===== src/rtl/ucm_pkg.sv =====
package ucm_pkg;
  typedef struct packed {
    logic hi_lo;
    logic lo_hi;
  } upset_t;

  localparam int unsigned NUM_CNT = 3;
  localparam int unsigned IDX_HI_LO = 0;
  localparam int unsigned IDX_LO_HI = 1;
  localparam int unsigned IDX_TOTAL = 2;
endpackage


===== src/rtl/ucm_stimulus.sv =====
module ucm_stimulus #(
  parameter int unsigned CHAIN_LEN = 15000
) (
  input  logic clk,
  input  logic rst_n,
  input  logic start,
  input  logic shift_en,
  output logic stim_bit,
  output logic shift_fire,
  output logic armed,
  output logic exp_bit
);
  localparam int unsigned FILL_W = $clog2(CHAIN_LEN + 1);
  localparam logic [FILL_W-1:0] FILL_END = FILL_W'(CHAIN_LEN);
  localparam logic LEN_ODD = CHAIN_LEN[0];

  logic              running;
  logic [FILL_W-1:0] fill_q;

  assign shift_fire = running && shift_en && !start;
  assign armed      = (fill_q == FILL_END);
  // Alternating stimulus delayed by CHAIN_LEN shifts differs only by length parity.
  assign exp_bit    = stim_bit ^ LEN_ODD;

  always_ff @(posedge clk or negedge rst_n) begin
    if (!rst_n) begin
      running  <= 1'b0;
      stim_bit <= 1'b0;
      fill_q   <= '0;
    end else if (start) begin
      running  <= 1'b1;
      stim_bit <= 1'b0;
      fill_q   <= '0;
    end else if (shift_fire) begin
      stim_bit <= ~stim_bit;
      if (fill_q != FILL_END) fill_q <= fill_q + 1'b1;
    end
  end

  AST_STIM_TOGGLE: assert property (@(posedge clk) disable iff (!rst_n)
    shift_fire |=> (stim_bit != $past(stim_bit)));
  AST_START_ZERO: assert property (@(posedge clk) disable iff (!rst_n)
    start |=> (stim_bit == 1'b0 && !armed));
  AST_PAUSE_HOLD: assert property (@(posedge clk) disable iff (!rst_n)
    (!shift_fire && !start) |=> $stable(stim_bit));
endmodule


===== src/rtl/ucm_classify.sv =====
module ucm_classify
  import ucm_pkg::*;
(
  input  logic   shift_fire,
  input  logic   armed,
  input  logic   exp_bit,
  input  logic   chain_sdi,
  output upset_t upset
);
  logic judge;
  assign judge = shift_fire && armed;

  always_comb begin
    upset       = '0;
    upset.hi_lo = judge &&  exp_bit && !chain_sdi;
    upset.lo_hi = judge && !exp_bit &&  chain_sdi;
  end
endmodule


===== src/rtl/ucm_sat_counter.sv =====
module ucm_sat_counter #(
  parameter int unsigned CNT_W = 32
) (
  input  logic             clk,
  input  logic             rst_n,
  input  logic             clr,
  input  logic             inc,
  output logic [CNT_W-1:0] q
);
  localparam logic [CNT_W-1:0] FULL = {CNT_W{1'b1}};

  always_ff @(posedge clk or negedge rst_n) begin
    if (!rst_n)                q <= '0;
    else if (clr)              q <= '0;
    else if (inc && q != FULL) q <= q + 1'b1;
  end

  AST_SAT_HOLD: assert property (@(posedge clk) disable iff (!rst_n)
    (q == FULL && !clr) |=> (q == FULL));
  AST_NO_WRAP: assert property (@(posedge clk) disable iff (!rst_n)
    !clr |=> (q >= $past(q)));
  AST_CLEAR_ZERO: assert property (@(posedge clk) disable iff (!rst_n)
    clr |=> (q == '0));
  AST_IDLE_HOLD: assert property (@(posedge clk) disable iff (!rst_n)
    (!clr && !inc) |=> $stable(q));
endmodule


===== src/rtl/upset_chain_monitor.sv =====
module upset_chain_monitor
  import ucm_pkg::*;
#(
  parameter int unsigned CHAIN_LEN = 15000,
  parameter int unsigned CNT_W     = 32
) (
  input  logic             clk,
  input  logic             rst_n,
  input  logic             start,
  input  logic             clear,
  input  logic             shift_en,
  output logic             chain_sdo,
  input  logic             chain_sdi,
  output logic [CNT_W-1:0] cnt_hi_lo,
  output logic [CNT_W-1:0] cnt_lo_hi,
  output logic [CNT_W-1:0] cnt_total
);
  logic   shift_fire;
  logic   armed;
  logic   exp_bit;
  upset_t upset;

  logic [NUM_CNT-1:0] inc_vec;
  logic [CNT_W-1:0]   cnt_arr [NUM_CNT];

  ucm_stimulus #(.CHAIN_LEN(CHAIN_LEN)) u_stim (
    .clk        (clk),
    .rst_n      (rst_n),
    .start      (start),
    .shift_en   (shift_en),
    .stim_bit   (chain_sdo),
    .shift_fire (shift_fire),
    .armed      (armed),
    .exp_bit    (exp_bit)
  );

  ucm_classify u_cls (
    .shift_fire (shift_fire),
    .armed      (armed),
    .exp_bit    (exp_bit),
    .chain_sdi  (chain_sdi),
    .upset      (upset)
  );

  assign inc_vec[IDX_HI_LO] = upset.hi_lo;
  assign inc_vec[IDX_LO_HI] = upset.lo_hi;
  assign inc_vec[IDX_TOTAL] = upset.hi_lo | upset.lo_hi;

  for (genvar g = 0; g < NUM_CNT; g++) begin : g_cnt
    ucm_sat_counter #(.CNT_W(CNT_W)) u_cnt (
      .clk   (clk),
      .rst_n (rst_n),
      .clr   (clear),
      .inc   (inc_vec[g]),
      .q     (cnt_arr[g])
    );
  end

  assign cnt_hi_lo = cnt_arr[IDX_HI_LO];
  assign cnt_lo_hi = cnt_arr[IDX_LO_HI];
  assign cnt_total = cnt_arr[IDX_TOTAL];

  AST_FILL_SILENT: assert property (@(posedge clk) disable iff (!rst_n)
    (!armed && !clear) |=> $stable(cnt_total));
  AST_TOTAL_COVERS: assert property (@(posedge clk) disable iff (!rst_n)
    (cnt_total >= cnt_hi_lo) && (cnt_total >= cnt_lo_hi));
  AST_ONE_PER_SHIFT: assert property (@(posedge clk) disable iff (!rst_n)
    !clear |=> (cnt_total - $past(cnt_total) <= CNT_W'(1)));
endmodule


===== config.mk =====
export PLATFORM = sky130hd
export DESIGN_NAME = upset_chain_monitor
export DESIGN_NICKNAME = d
export VERILOG_FILES = /design/src/rtl/ucm_pkg.sv /design/src/rtl/ucm_stimulus.sv /design/src/rtl/ucm_classify.sv /design/src/rtl/ucm_sat_counter.sv /design/src/rtl/upset_chain_monitor.sv
export SDC_FILE = /design/constraint.sdc
export NUM_CORES = 1
export LEC_CHECK = 0
export ABC_AREA = 1
export BUFFER_PORTS_ARGS = -buffer_cell sky130_fd_sc_hd__buf_2
export CAP_MARGIN = 10
export CORE_MARGIN = 2
export CORE_UTILIZATION = 59
export DETAILED_ROUTE_END_ITERATION = 10
export GPL_ROUTABILITY_DRIVEN = 1
export GPL_TIMING_DRIVEN = 0
export PLACE_DENSITY_LB_ADDON = 0.25
export RECOVER_POWER = 25
export SYNTH_ARGS = -nofsm -noshare
export SYNTH_HDL_FRONTEND = slang
export SYNTH_SLANG_ARGS = --single-unit

===== constraint.sdc =====
create_clock -name clk -period 2 [get_ports clk]
set_input_delay 0.1 -clock clk [delete_from_list [all_inputs] [get_ports clk]]
set_output_delay 0.1 -clock clk [all_outputs]
set_load 0.02 [all_outputs]

# Word-level counts from Yosys, hierarchy flattened

Cells that the tools add are included.

Flip-flop bits (word level): 112
Bits of input ports: 6
Output and inout bits: 97

Add/sub/neg operators: 4
Equality and inequality tests: 5
Mux-type cells: 11
Bitwise logic cells: 2
Reductions and logical operators: 19

Operators with widths:

| kind                  | count |
|---|---|
| $mux 32               | 6 |
| $add 32x1->32 const B | 3 |
| $ne 32x32->1 const B  | 3 |
| $mux 14               | 3 |
| $add 14x1->14 const B | 1 |
| $eq 14x14->1 const B  | 1 |
| $ne 14x14->1 const B  | 1 |
| $logic_and 1x1->1     | 10 |
| $reduce_bool 2->1     | 5 |
| $logic_not 1->1       | 3 |
| $mux 1                | 2 |
| $reduce_and 2->1      | 1 |
| $not 1->1             | 1 |
| $or 1x1->1            | 1 |

# Depth between registers and ports, before layout

Word-level depth: 9
Gate-level depth with buffers: 12
Depth with buffers taken out: 11

# By module

Synthesis repeated with hierarchy kept, for this count alone.

Cell total of the unflattened synthesis: 1191
Area total of the unflattened synthesis: 7792.5 µm²

By module, submodules not included:

| module              | instances | cells an instance | area each (µm²) |
|---|---|---|---|
| ucm_sat_counter     | 3         | 345               | 2243.4 |
| ucm_stimulus        | 1         | 146               | 1024.7 |
| ucm_classify        | 1         | 7                 | 26.3 |
| upset_chain_monitor | 1         | 3                 | 11.3 |

# Worst setup path after synthesis

No wires, ideal clock.

Path kind: register -> register
Start point: register g_cnt[1].u_cnt.q[0]
End point: register g_cnt[1].u_cnt.q[20]
Library setup time: 0.117 ns
Data arrival time: 1.750 ns
Data required time: 1.883 ns
Setup slack: 0.134 ns
Cell stages (with the launch flop): 12
Path buffers: 1
Clock period less this slack: 1.866 ns
Path through: dfrtp_1 ha_1 inv_1 nor2_4 nand2_4 nor2_4 nand3_2 nand2_2 nand2_4 buf_2 nand2_1 nand2_1

Longest elaborated chain between the ends: 3
Elaborated cells between the ends (all ways): 6
Classes of those cells: add/sub: 1; eq/ne: 1; mux: 2; reduce/logical: 2

RTL lines:

| what                                          | RTL line              | text |
|---|---|---|
| from (decl)                                   | ucm_sat_counter.sv:8  | `output logic [CNT_W-1:0] q` |
| from (signal assigned)                        | ucm_sat_counter.sv:15 | `else if (inc && q != FULL) q <= q + 1'b1;` |
| $add 32x1->32 or $ne 32x32->1 (tied branches) | ucm_sat_counter.sv:15 |  |
| $mux 32 or $logic_and 1x1->1 (tied branches)  | ucm_sat_counter.sv:15 |  |
| $mux 32 or $reduce_bool 2->1 (tied branches)  | -                     |  |

Several ways; a longest one is shown, not always the timed one. The select of a mux whose other input is x is not followed.
A chain may end at the register's enable or synchronous reset.

# Final worst setup path

Start point: register g_cnt[2].u_cnt.q[0]
End point: register g_cnt[2].u_cnt.q[28]

Longest elaborated chain between the ends: 3
Elaborated cells between the ends (all ways): 6
Classes of those cells: add/sub: 1; eq/ne: 1; mux: 2; reduce/logical: 2

RTL lines:

| what                                          | RTL line |
|---|---|
| from (decl)                                   | ucm_sat_counter.sv:8 |
| from (signal assigned)                        | ucm_sat_counter.sv:15 |
| $add 32x1->32 or $ne 32x32->1 (tied branches) | ucm_sat_counter.sv:15 |
| $mux 32 or $logic_and 1x1->1 (tied branches)  | ucm_sat_counter.sv:15 |
| $mux 32 or $reduce_bool 2->1 (tied branches)  | - |

Several ways; a longest one is shown, not always the timed one. The select of a mux whose other input is x is not followed.

==> results.sh <==
export IMPL_root_buffer="sky130_fd_sc_hd__clkbuf_16"
export IMPL_clock_fmax_ghz=0.523
export IMPL_area_delta_synth_final_pct=14.9
export IMPL_timing_worst_setup_path_type="flip-flop to flip-flop"
export IMPL_placementRows=42
export IMPL_slew_headroom_pct=40.4
export IMPL_timing_critical_path_fanout_max=10
export IMPL_finalNetCount=1431
export IMPL_antenna_left=0
export IMPL_io_port_bufs=101
export IMPL_crit_top_cell="sky130_fd_sc_hd__nand2_1"
export IMPL_synthesis_area_um2=8080
export IMPL_clock_buffer_count_from_cts=9
export IMPL_grt_overflow_total=0
export IMPL_final_min_clock_period_ns=1.91
export IMPL_holdCritPathClass="input port to flip-flop"
export IMPL_start_util_pct=60.7
export IMPL_tritoncts_clock_tree="done"
export IMPL_drt_wirelength_per_cell_um=14.1
export IMPL_outcome="complete, no violations"
export IMPL_power_per_cell_area_nw_per_um2=464
export IMPL_ys_warn_count=0
export IMPL_gp_routability_congestion=0.942
export IMPL_worst_hold_startpoint="start"
export IMPL_die_height_um=121
export IMPL_tightestPinTransition_ns=0.893
export IMPL_drc=0
export IMPL_initial_antenna_violation_count=0
export IMPL_hold_slack_ns=0.0165
export IMPL_die_width_um=121
export IMPL_drt_pass1_iter_count=5
export IMPL_antennaDiodeCount=0
export IMPL_synth_enable_flop_cells=0
export IMPL_critical_path_required_ns=2.25
export IMPL_report_final_slew_viol_count=0
export IMPL_finalCoreUtilization_pct=69.8
export IMPL_drive_above_1_share_pct=14.7
export IMPL_vdd_ir_max_uv=526
export IMPL_htree_levels=3
export IMPL_report_final_hold_viol_count=0
export IMPL_boundaryPins=103
export IMPL_clock_insertion_delay_worst_skew_ns=0.36
export IMPL_clock_input_transition_at_the_sequential_cells_of_the_worst_setup_and_hold_paths_ns=0.08
export IMPL_detail_route_iter0_violations=732
export IMPL_totalPowerFinal_uw=4310
export IMPL_floorplan_core_area_um2=13300
export IMPL_p_leak_uw=0.00458
export IMPL_cts_sinks=112
export IMPL_pre_cts_slack_ns=-0.117
export IMPL_timing_critical_path_arrival_ns=2.16
export IMPL_critical_path_startpoint_type="flip-flop"
export IMPL_synth_net_count=1303
export IMPL_synth_yosys_seq_area_share_pct=34.7
export IMPL_worst_setup_path_end_kind="flip-flop"
export IMPL_crit_path_max_incr_delay_ns=0.41
export IMPL_netlist_instances=1292
export IMPL_synth_ff_type="sky130_fd_sc_hd__dfrtp_1"
export IMPL_wire_length_of_the_first_global_routing_pass_um=37400
export IMPL_grt_max_degree=80
export IMPL_synthDistinctLibCells=31
export IMPL_worst_clock_skew_ns=0.00828
export IMPL_critical_path_cell_chain="ha_1 -> nand2_1 -> nor2_4 -> nand2_2 -> nor2_4 -> nand2_4 -> nand2_4 -> nand2_8 -> buf_6 -> nand2_1 -> nand2_1"
export IMPL_synth_area_per_cell_um2=6.25
export IMPL_beginning_of_the_worst_register_to_register_path="g_cnt[2].u_cnt.q[0]"
export IMPL_setup_viol=0
export IMPL_hpwl_um=17200
export IMPL_layout_setup_ws_ns=0.0885
export IMPL_fin_crit_sh_pct=95.6
export IMPL_grt_util_all_layers_pct=31.7
export IMPL_clock_path_buffers=2
export IMPL_crit_start="g_cnt[2].u_cnt.q[0]"
export IMPL_fp_dieArea_um2=14600
export IMPL_synth_seq_cells=112
export IMPL_synth_async_reset_ratio_pct=100
export IMPL_vias=8604
export IMPL_postRouteWirelength_um=22600
export IMPL_routed_via_density=5.38
export IMPL_first_global_vias=7672
export IMPL_max_cap_viol_count=0
export IMPL_slowest_stage_cell_crit_path="sky130_fd_sc_hd__dfrtp_2"
cell families (layout without fill, tap and decap cells):
| logic type | count (synthesis) | in the layout | share of synthesized area (%) |
|---|---|---|---|
| buffers and inverters | 162 | 294 | 8.47 |
| XOR/XNOR | 35 | 35 | 3.80 |
| flip-flops | 112 | 112 | 34.7 |
| adder cells (fa/ha/maj) | 5 | 5 | 0.775 |
| AO/OA/AOI/OAI | 39 | 39 | 2.65 |
| AND/OR/NAND/NOR | 939 | 939 | 49.6 |
cells in the mapped netlist (8+ instances only):
cell type	n	area (um^2)
sky130_fd_sc_hd__nor2_4	8	90.1
sky130_fd_sc_hd__nor2_1	221	830
sky130_fd_sc_hd__xor2_1	19	166
sky130_fd_sc_hd__nand2_1	479	1800
sky130_fd_sc_hd__xnor2_1	16	140
sky130_fd_sc_hd__inv_1	126	473
sky130_fd_sc_hd__nand3_1	157	786
sky130_fd_sc_hd__nand4_1	28	175
sky130_fd_sc_hd__buf_2	8	40.0
sky130_fd_sc_hd__clkbuf_1	10	37.5
sky130_fd_sc_hd__o21ai_0	28	140
sky130_fd_sc_hd__dfrtp_1	112	2800
sky130_fd_sc_hd__nand2_2	17	106
sky130_fd_sc_hd__nor3_1	11	55.1
per-stage QoR:
step	TNS (ns)	cell area (um^2)	cells
floorplan	0	8080	1292
global placement	-60.21	8800	1569
detailed placement	-4.58	8840	1570
CTS	-0.419	9150	1586
global route	-0.00555	9280	1600
finish	0	9280	1600
path summary, 6_finish.rpt:
check | to | slack [ns] | cells after the start
max | g_cnt[2].u_cnt.q[28] | 0.09 | 11
min | u_stim.running | 0.02 | 2
max reg2reg | g_cnt[2].u_cnt.q[28] | 0.09 | 11
min reg2reg | u_stim.running | 0.47 | 1
max in group asynchronous | g_cnt[0].u_cnt.q[7] | 0.36 | 3
min in group asynchronous | u_stim.fill_q[12] | 0.39 | 2
cells in the final DEF, fill, tap and decap left out, drive strengths merged:
| cell type | n |
|---|---|
| dlygate4sd3 | 1 |
| nand3 | 160 |
| ha | 5 |
| inv | 132 |
| nor3 | 12 |
| o21a | 1 |
| clkbuf | 25 |
| nor2 | 234 |
| xnor2 | 16 |
| o21ai | 32 |
| o21bai | 2 |
| buf | 135 |
| a21oi | 4 |
| nand4 | 28 |
| or2 | 3 |
| nand2 | 502 |
| xor2 | 19 |
| dfrtp | 112 |
| clkinvlp | 1 |
critical path, delay by kind of cell, from the launching register on:
kind                       cells  cell delay, ns
buffers and inverters          1            0.16
DFF                            1            0.41
and+or+nand+nor                9            1.02
adders and majority gates      1            0.19
per-layer routing:
layer	global-route usage [%]	wire length, um	up-vias	share of wire, %
met2	51.0	10500	322	47
met5	0	0	-	0
met3	4.75	1570	27	6.9
met1	45.3	10200	3957	45
li1	-	-	4298	-
met4	7.27	289	0	1.3
what timing repair did:
item,in CTS,in global routing
cloned,0,0
pin swaps,0,2
hold endpoints to repair,33,0
setup buffers,0,14
hold buffers,1,0
resized for setup,4,18
endpoints found under the setup margin,66,97
cell type report:
cell class                 count  area (um^2)
buffer                        33          206
tap                          176          220
clock inverter                 4         36.3
timing repair buffer         117          632
clock buffer                  11          253
inverter                     129          487
multi-input combinational   1018         4640
sequential                   112         2810
fill                        1219         4010
sequential cells by signal, indices dropped and copies added, names as in the netlist:
name,flops
g_cnt.u_cnt.q,96
u_stim.fill_q,14
u_stim.exp_bit,1
u_stim.running,1
report_power, final:
| group | internal, uW | switching, uW | leakage (uW) |
|---|---|---|---|
| Clock | 927 | 891 | 0.000141 |
| Combinational | 45.8 | 169 | 0.00289 |
| Sequential | 2270 | 6.55 | 0.00155 |
(Power assumes the default switching activity.)
